--- src/rtl/rle_pkg.sv ---
package rle_pkg;
  localparam int unsigned CODE_W = 8;
  localparam int unsigned RUN_W  = CODE_W;

  typedef struct packed {
    logic [RUN_W-1:0] run_len;
    logic             run_bit;
    logic             has_tail;
  } rle_cmd_t;
endpackage

--- src/rtl/rle_code_classify.sv ---
module rle_code_classify
  import rle_pkg::*;
#(
  parameter int unsigned MAX_ONES = 226
) (
  input  logic [CODE_W-1:0] code_i,
  output rle_cmd_t          cmd_o
);
  localparam logic [CODE_W-1:0] ONES_MAX  = CODE_W'(MAX_ONES);
  localparam logic [CODE_W-1:0] CAP_CODE  = CODE_W'(MAX_ONES + 1);
  localparam logic [CODE_W-1:0] ZERO_BASE = CODE_W'(MAX_ONES + 2);
  localparam logic [CODE_W-1:0] ONE_CODE  = '1;

  always_comb begin
    cmd_o = '0;
    if (code_i == '0) begin
      cmd_o.run_len  = '0;
      cmd_o.run_bit  = 1'b1;
      cmd_o.has_tail = 1'b0;
    end else if (code_i <= ONES_MAX) begin
      cmd_o.run_len  = code_i;
      cmd_o.run_bit  = 1'b1;
      cmd_o.has_tail = 1'b1;
    end else if (code_i == CAP_CODE) begin
      cmd_o.run_len  = ONES_MAX;
      cmd_o.run_bit  = 1'b1;
      cmd_o.has_tail = 1'b0;
    end else if (code_i == ONE_CODE) begin
      // tail only: inverted run bit gives a one
      cmd_o.run_len  = '0;
      cmd_o.run_bit  = 1'b0;
      cmd_o.has_tail = 1'b1;
    end else begin
      cmd_o.run_len  = code_i - ZERO_BASE;
      cmd_o.run_bit  = 1'b0;
      cmd_o.has_tail = 1'b1;
    end
  end
endmodule

--- src/rtl/rle_prefix_gen.sv ---
module rle_prefix_gen #(
  parameter int unsigned                PREFIX_W = 16,
  parameter logic [PREFIX_W-1:0]        PREFIX   = 16'hFF20
) (
  input  logic clk_i,
  input  logic rst_ni,
  input  logic restart_i,
  input  logic ready_i,
  output logic active_o,
  output logic bit_o
);
  localparam int unsigned IDX_W = $clog2(PREFIX_W);
  localparam logic [IDX_W-1:0] IDX_LAST = IDX_W'(PREFIX_W - 1);

  logic             active_q;
  logic [IDX_W-1:0] idx_q;

  always_ff @(posedge clk_i or negedge rst_ni) begin
    if (!rst_ni) begin
      active_q <= 1'b1;
      idx_q    <= '0;
    end else if (restart_i) begin
      active_q <= 1'b1;
      idx_q    <= '0;
    end else if (active_q && ready_i) begin
      if (idx_q == IDX_LAST) begin
        active_q <= 1'b0;
        idx_q    <= '0;
      end else begin
        idx_q <= idx_q + 1'b1;
      end
    end
  end

  assign active_o = active_q;
  assign bit_o    = PREFIX[PREFIX_W-1-int'(idx_q)];

  // restart only comes from the data phase
  p_restart_in_data_r8: assert property (@(posedge clk_i) disable iff (!rst_ni)
    restart_i |-> !active_q);

  p_prefix_idle_idx_r1: assert property (@(posedge clk_i) disable iff (!rst_ni)
    $fell(active_q) |-> idx_q == '0);
endmodule

--- src/rtl/rle_run_engine.sv ---
module rle_run_engine
  import rle_pkg::*;
#(
  parameter int unsigned MAX_ONES = 226
) (
  input  logic     clk_i,
  input  logic     rst_ni,
  input  logic     load_i,
  input  rle_cmd_t cmd_i,
  input  logic     last_i,
  input  logic     take_i,
  output logic     busy_o,
  output logic     bit_o,
  output logic     final_o,
  output logic     last_o
);
  logic [RUN_W-1:0] cnt_q;
  logic             run_bit_q;
  logic             tail_q;
  logic             last_q;
  logic             cnt_nz;

  assign cnt_nz = (cnt_q != '0);

  always_ff @(posedge clk_i or negedge rst_ni) begin
    if (!rst_ni) begin
      cnt_q     <= '0;
      run_bit_q <= 1'b0;
      tail_q    <= 1'b0;
      last_q    <= 1'b0;
    end else if (load_i) begin
      cnt_q     <= cmd_i.run_len;
      run_bit_q <= cmd_i.run_bit;
      tail_q    <= cmd_i.has_tail;
      last_q    <= last_i;
    end else if (take_i) begin
      if (cnt_nz) cnt_q  <= cnt_q - 1'b1;
      else        tail_q <= 1'b0;
    end
  end

  assign busy_o  = cnt_nz || tail_q;
  assign bit_o   = cnt_nz ? run_bit_q : ~run_bit_q;
  assign final_o = tail_q ? !cnt_nz : (cnt_q == RUN_W'(1));
  assign last_o  = last_q;

  p_load_when_idle_r7: assert property (@(posedge clk_i) disable iff (!rst_ni)
    load_i |-> !busy_o);

  p_run_cap_r3: assert property (@(posedge clk_i) disable iff (!rst_ni)
    cnt_q <= RUN_W'(MAX_ONES));

  // last run bit taken with a pending tail: opposite bit follows
  p_tail_follows_r2: assert property (@(posedge clk_i) disable iff (!rst_ni)
    (take_i && tail_q && cnt_q == RUN_W'(1)) |=> (busy_o && bit_o != $past(bit_o)));
endmodule

--- src/rtl/rle_bitstream_expander.sv ---
module rle_bitstream_expander
  import rle_pkg::*;
#(
  parameter int unsigned         MAX_ONES = 226,
  parameter int unsigned         PREFIX_W = 16,
  parameter logic [PREFIX_W-1:0] PREFIX   = 16'hFF20
) (
  input  logic              clk_i,
  input  logic              rst_ni,
  input  logic              in_valid_i,
  output logic              in_ready_o,
  input  logic [CODE_W-1:0] in_data_i,
  input  logic              in_last_i,
  output logic              out_valid_o,
  input  logic              out_ready_i,
  output logic              out_bit_o,
  output logic              out_last_o
);
  rle_cmd_t cmd;
  logic     pfx_active, pfx_bit;
  logic     eng_busy, eng_bit, eng_final, eng_last;
  logic     accept, take, empty_code, restart;

  rle_code_classify #(.MAX_ONES(MAX_ONES)) i_classify (
    .code_i (in_data_i),
    .cmd_o  (cmd)
  );

  assign in_ready_o = !pfx_active && !eng_busy;
  assign accept     = in_valid_i && in_ready_o;
  assign take       = out_ready_i && !pfx_active && eng_busy;
  assign empty_code = (cmd.run_len == '0) && !cmd.has_tail;
  assign restart    = (accept && empty_code && in_last_i)
                   || (take && eng_final && eng_last);

  rle_prefix_gen #(.PREFIX_W(PREFIX_W), .PREFIX(PREFIX)) i_prefix (
    .clk_i     (clk_i),
    .rst_ni    (rst_ni),
    .restart_i (restart),
    .ready_i   (out_ready_i),
    .active_o  (pfx_active),
    .bit_o     (pfx_bit)
  );

  rle_run_engine #(.MAX_ONES(MAX_ONES)) i_engine (
    .clk_i   (clk_i),
    .rst_ni  (rst_ni),
    .load_i  (accept),
    .cmd_i   (cmd),
    .last_i  (in_last_i),
    .take_i  (take),
    .busy_o  (eng_busy),
    .bit_o   (eng_bit),
    .final_o (eng_final),
    .last_o  (eng_last)
  );

  assign out_valid_o = pfx_active || eng_busy;
  assign out_bit_o   = pfx_active ? pfx_bit : eng_bit;
  assign out_last_o  = !pfx_active && eng_busy && eng_final && eng_last;

  p_hold_under_stall_r9: assert property (@(posedge clk_i) disable iff (!rst_ni)
    (out_valid_o && !out_ready_i) |=>
      (out_valid_o && $stable(out_bit_o) && $stable(out_last_o)));

  p_prefix_after_last_r8: assert property (@(posedge clk_i) disable iff (!rst_ni)
    (out_valid_o && out_ready_i && out_last_o) |=> (out_valid_o && !in_ready_o));

  p_prefix_tail_bit_r1: assert property (@(posedge clk_i) disable iff (!rst_ni)
    $fell(pfx_active) |-> $past(out_bit_o) == PREFIX[0]);

  p_zero_code_quick_r6: assert property (@(posedge clk_i) disable iff (!rst_ni)
    (accept && in_data_i == '0 && !in_last_i) |=> in_ready_o);
endmodule

--- config.mk ---
export PLATFORM = sky130hd
export DESIGN_NAME = rle_bitstream_expander
export DESIGN_NICKNAME = d
export VERILOG_FILES = /design/src/rtl/rle_pkg.sv /design/src/rtl/rle_code_classify.sv /design/src/rtl/rle_prefix_gen.sv /design/src/rtl/rle_run_engine.sv /design/src/rtl/rle_bitstream_expander.sv
export SDC_FILE = /design/constraint.sdc
export NUM_CORES = 1
export LEC_CHECK = 0
export BUFFER_PORTS_ARGS = -buffer_cell sky130_fd_sc_hd__buf_4
export CAP_MARGIN = 20
export CORE_MARGIN = 2
export CORE_UTILIZATION = 41
export DETAILED_ROUTE_END_ITERATION = 7
export HOLD_SLACK_MARGIN = 0.12
export PLACE_DENSITY = 0.64
export SYNTH_ARGS = -nofsm -noshare
export SYNTH_HDL_FRONTEND = slang
export SYNTH_HIERARCHICAL = 1
export SYNTH_SLANG_ARGS = --single-unit
--- constraint.sdc ---
create_clock -name clk_i -period 5.8 [get_ports clk_i]
set_clock_uncertainty 0.15 [all_clocks]
set_input_delay 1.16 -clock clk_i [delete_from_list [all_inputs] [get_ports clk_i]]
set_output_delay 1.16 -clock clk_i [all_outputs]
set_load 0.02 [all_outputs]
## Word level (Yosys, flattened, before mapping)

Memories as Yosys holds them, arrays and structs flattened.
Index checks and enable logic that the tools add are counted.

| word-level totals | value |
|---|---|
| output and inout bits | 4 |
| logic and storage cells | 69 |
| register bits after elaboration | 16 |
| memories kept | 1 |
| bits of input ports | 13 |
| bits in read-only memories | 16 |

Memories:

| memory | depth | bits a word | read ports | clocked after memory_dff | write ports | RTL line | source |
|---|---|---|---|---|---|---|---|
| (no name shown) | 16 | 1 | 1 | 0 | 0 | rle_prefix_gen.sv:36 | `assign bit_o = PREFIX[PREFIX_W-1-int'(idx_q)];` |

| cells by class | value |
|---|---|
| bitwise operators | 1 |
| muxes and demuxes | 20 |
| reductions and logical operators | 30 |
| $add $sub $neg | 4 |
| equal/unequal tests | 5 |
| $lt $le $gt $ge | 2 |

Operators by type and width:

| kind | number |
|---|---|
| 2-to-1 mux 10 bit | 4 |
| less-than comparator 32 x 5 -> 1 bit (second input constant) | 1 |
| 2-to-1 mux 8 bit | 3 |
| == test 8 bit (second input constant) | 2 |
| zero test 8 bit | 2 |
| logical AND 1 bit | 13 |
| 2-to-1 mux 4 bit | 3 |
| 2-to-1 mux 1 bit | 10 |
| == test 8 x 1 -> 1 bit (second input constant) | 1 |
| less-or-equal comparator 8 bit (second input constant) | 1 |
| nonzero test 2 bit | 4 |
| nonzero test 8 bit | 1 |
| subtractor 8 x 1 -> 8 bit (second input constant) | 1 |
| subtractor 8 bit (second input constant) | 1 |
| AND reduction 2 bit | 3 |
| subtractor 4 x 4 -> 5 bit (first input constant) | 1 |
| adder 4 x 1 -> 4 bit (second input constant) | 1 |
| == test 4 bit (second input constant) | 1 |
| zero test 1 bit | 4 |
| logical OR 1 bit | 3 |
| != test 2 bit (second input constant) | 1 |
| NOT 1 bit | 1 |

## Logic depth before layout (Yosys ltp)

| depth | value |
|---|---|
| word-level depth | 12 |
| gate-level depth with buffers | 10 |
| mapped depth without buffers | 10 |

## Hierarchy

The synthesis kept the hierarchy.

Modules (own cells, without submodules):

| module | times used | seq. area each (um^2) | area an instance (um^2) | cells an instance |
|---|---|---|---|---|
| rle_run_engine | 1 | 275.3 | 679.4 | 71 |
| rle_prefix_gen | 1 | 126.4 | 269.0 | 28 |
| rle_code_classify | 1 | 0.0 | 247.7 | 34 |
| rle_bitstream_expander | 1 | 0.0 | 88.8 | 12 |

## Worst setup path after synthesis

Ideal clock, no wire load.

| path | value |
|---|---|
| path type | register to output |
| start | register i_engine.cnt_q[0] |
| end | output out_valid_o |
| path buffers | 0 |
| slack | 2.521 ns |
| arrival | 1.969 ns |
| required time | 4.490 ns |
| stages on the path, launching flop included | 8 |
| cell sequence | dfrtp_1 inv_1 ha_1 nor3b_2 nand2_1 or2_2 nor2_1 inv_1 |

| on the way | value |
|---|---|
| cells in the longest elaborated chain, start to end | 3 |

RTL lines:

| element | RTL line | source |
|---|---|---|
| from (decl) | rle_run_engine.sv:17 | `logic [RUN_W-1:0] cnt_q;` |
| from (signal assigned) | rle_run_engine.sv:32 | `cnt_q <= cmd_i.run_len;` |
| from (signal assigned) | rle_run_engine.sv:37 | `if (cnt_nz) cnt_q <= cnt_q - 1'b1;` |
| nonzero test 8 bit | rle_run_engine.sv:23 | `assign cnt_nz = (cnt_q != '0);` |
| logical OR 1 bit | rle_run_engine.sv:42 | `assign busy_o = cnt_nz \|\| tail_q;` |
| net eng_busy | rle_bitstream_expander.sv:21 | `logic eng_busy, eng_bit, eng_final, eng_last;` |
| logical OR 1 bit | rle_bitstream_expander.sv:58 | `assign out_valid_o = pfx_active \|\| eng_busy;` |
| to (decl) | rle_bitstream_expander.sv:14 | `output logic out_valid_o,` |

The timed path passes the listed nets, and every way through them passes these cells.

## Final worst setup path

| path | value |
|---|---|
| start | register i_engine.cnt_q[0] |
| end | output out_last_o |

| on the way | value |
|---|---|
| cells in the longest elaborated chain, start to end | 5 |
| elaborated cells between the ends (all ways) | 8 |
| classes of those cells | 1 x eq/ne; 1 x mux; 6 x reduce/logical |

RTL lines:

| element | RTL line | source |
|---|---|---|
| nonzero test 8 bit | rle_run_engine.sv:23 |  |
| logical OR 1 bit | rle_run_engine.sv:42 |  |
| net eng_busy | rle_bitstream_expander.sv:21 |  |
| logical AND 1 bit (3 in a row) | rle_bitstream_expander.sv:60 | `assign out_last_o = !pfx_active && eng_busy && eng_final && eng_last;` |
| to (decl) | rle_bitstream_expander.sv:17 | `output logic out_last_o` |

The timed path passes the listed nets, and every way through them passes these cells.

==> metrics <==
syn_area_per_cell 8.86 sq um; Via density roughly 5.5; CP bufs+invs 2; DIE WIDTH around 60 um; LEAKAGE roughly 0.61 nW; I/O pin cnt 17; worst skew pair latency ~280 ps; port bufs 16; hold_sp i_engine/last_o; n_diodes 0; Worst path slowest cell dfrtp_1; CTS tree done; CP Max Fanout 7; unrepaired setup endpoints after global routing false; Die Area roughly 3600 sq um; CP delay by family, top simple AND/OR/NAND/NOR gates; crit start category flop; Placed Instances approximately 200; total power draw around 0.50 mW; EDFF count, synth 0; Yosys top cell by area dfrtp_1; Distinct cells, synth 49; post-DP HPWL roughly 2200 um; Post-CTS Hold Fix Bufs 0; Worst-Margin Slew ~520 ps; clock slew at reported path FFs 100 ps; register area share after synthesis 0.313; Mapped Area between 1000 and 1500 sq um; worst path cell trace inv_1, ha_1, nor3b_2, nand2_1, or2_2, and4b_1, buf_4; min Tclk post-route roughly 3600 ps; layout cells sized above 1 0.245; DR vias 1129; initial antenna violation count 0; Ys Warns 6; Pre-Repair DR Iteration Count 4; ranking of synthesized cells by area dfrtp_1 29%, ha_1 7.8%, nand2_1 5.0%; design area around 1500 sq um; post_cts resized 0; Hold WC Path Type flop to flop; H-tree lvl count 1; Async SR Flop Fraction 1.00; DRC violation total after the first TritonRoute iteration 33; Area after DPL around 1400 sq um; Routed Antenna Nets 0; Rows 20; worst hold slack between 300 and 400 ps; Post-CTS Setup Inserts 0; Seq cells post-synth 16; first-pass GRT wire length between 4000 and 5000 um; Final WS setup between 2000 and 2500 ps; clock buffer depth 2; Final Util 0.490; core area ~3000 sq um; DRC viols 0; Routed WL 2730 um; cells after synthesis 145; Crit. End Element output port; syn_nets about 170; Routed WL per cell between 10 and 15 um; CP max stage delay roughly 440 ps; final hold viol count 0; RR Startpoint i_engine/cnt_q[0]; setup_tns 0 ps; status complete, no violations; Max-Cap Viols 0; worst setup path class flop to output port; commonest register cell after synthesis dfrtp_1; cts bufs inserted 3; clock root buffer clkbuf_4; fin crit share 0.624; normalized max-slew margin 0.648; fmax ~280 MHz; Die H between 50 and 60 um; nets roughly 190; Worst setup startpoint i_engine/cnt_q[0]; pin count of the biggest net entering global routing 22; Worst EP arrival between 2000 and 2500 ps; GR Overflow Total 0; # setup viols final 0; post-route insts no fill ~210; gr usage total 0.168; Max VDD drop 0.125 mV; vias in the first global route a little over 1000; worst endpoint required time roughly 4500 ps; Slew Viols, Final 0; initial core utilization 0.424; PwrDens between 300 and 400 nW/um^2; clk sinks 16; pre-CTS WS approximately 2300 ps; RePlAce Congestion about 0.84; Synth top area share 0.292; Area Growth Syn to Fin 15.6%
-- kinds of logic after synthesis --
kind of cell / Yosys count / synth area share
buf+inv: 13 / 0.0438
xor+xnor: 7 / 0.0477
flops: 16 / 0.313
mux: 6 / 0.0506
compound gates: 39 / 0.187
simple gates: 56 / 0.280
fa+ha+maj: 8 / 0.0779
-- registers in the layout, indices dropped and copies added, names as in the netlist --
signal and flops:
i_engine/cnt_q 8, i_prefix/idx_q 4, i_engine/last_o 1, i_engine/run_bit_q 1, i_engine/tail_q 1, i_prefix/active_o 1
-- cell usage after synthesis (all sizes together), types with 4 or more instances --
library cell	instances
nand2	17
dfrtp	15
o21ai	13
a21oi	12
inv	10
ha	8
nor2	6
xnor2	5
mux2	4
nand3	4
nor3	4
nor4	4
-- placed cells by master (no fill, tap or decap), drive strengths merged, types with 4 or more instances in the layout --
cell type and instances:
nand3 4, buf 17, a21oi 12, inv 10, dfrtp 15, clkbuf 4
nor2 6, nor4 4, nor3 4, nand2 17, ha 8, xnor2 5
o21ai 13, mux2 4
-- worst paths after layout --
kind	endpoint	slack (ps)	cells past startpoint
setup / recovery	out_last_o	2180	7
hold reg to reg	i_engine/last_o	370	1
hold / removal	i_engine/last_o	370	1
max in group asynchronous	i_prefix/active_o	4690	1
min in group asynchronous	i_engine/last_o	560	1
setup reg to reg	i_prefix/idx_q[2]	2940	10
-- power by group --
| group | leakage (nW) | switching (mW) | internal [mW] | total [mW] |
|---|---|---|---|---|
| combinational | 0.397 | 0.100 | 0.103 | 0.203 |
| sequential | 0.196 | 0.0609 | 0.161 | 0.222 |
| clock | 0.0210 | 0.0347 | 0.0382 | 0.0729 |
| total | 0.614 | 0.196 | 0.302 | 0.498 |
-- cell type report --
| class | instances | area, sq um |
|---|---|---|
| repair buffers | 17 | 128 |
| flip-flops and latches | 16 | 402 |
| fillers | 305 | 1540 |
| clock buffers | 4 | 36.3 |
| well taps | 44 | 55.1 |
| multi-input cells | 116 | 827 |
| inverters | 10 | 37.5 |
-- routing by layer --
layer | vias up | part of all wire | GRT usage
li1 | 565 | - | -
met5 | - | 0 | 0
met4 | 0 | 0.0095 | 0.0667
met3 | 2 | 0.033 | 0.0260
met2 | 22 | 0.48 | 0.273
met1 | 540 | 0.48 | 0.223
(Power assumes the default switching activity.)
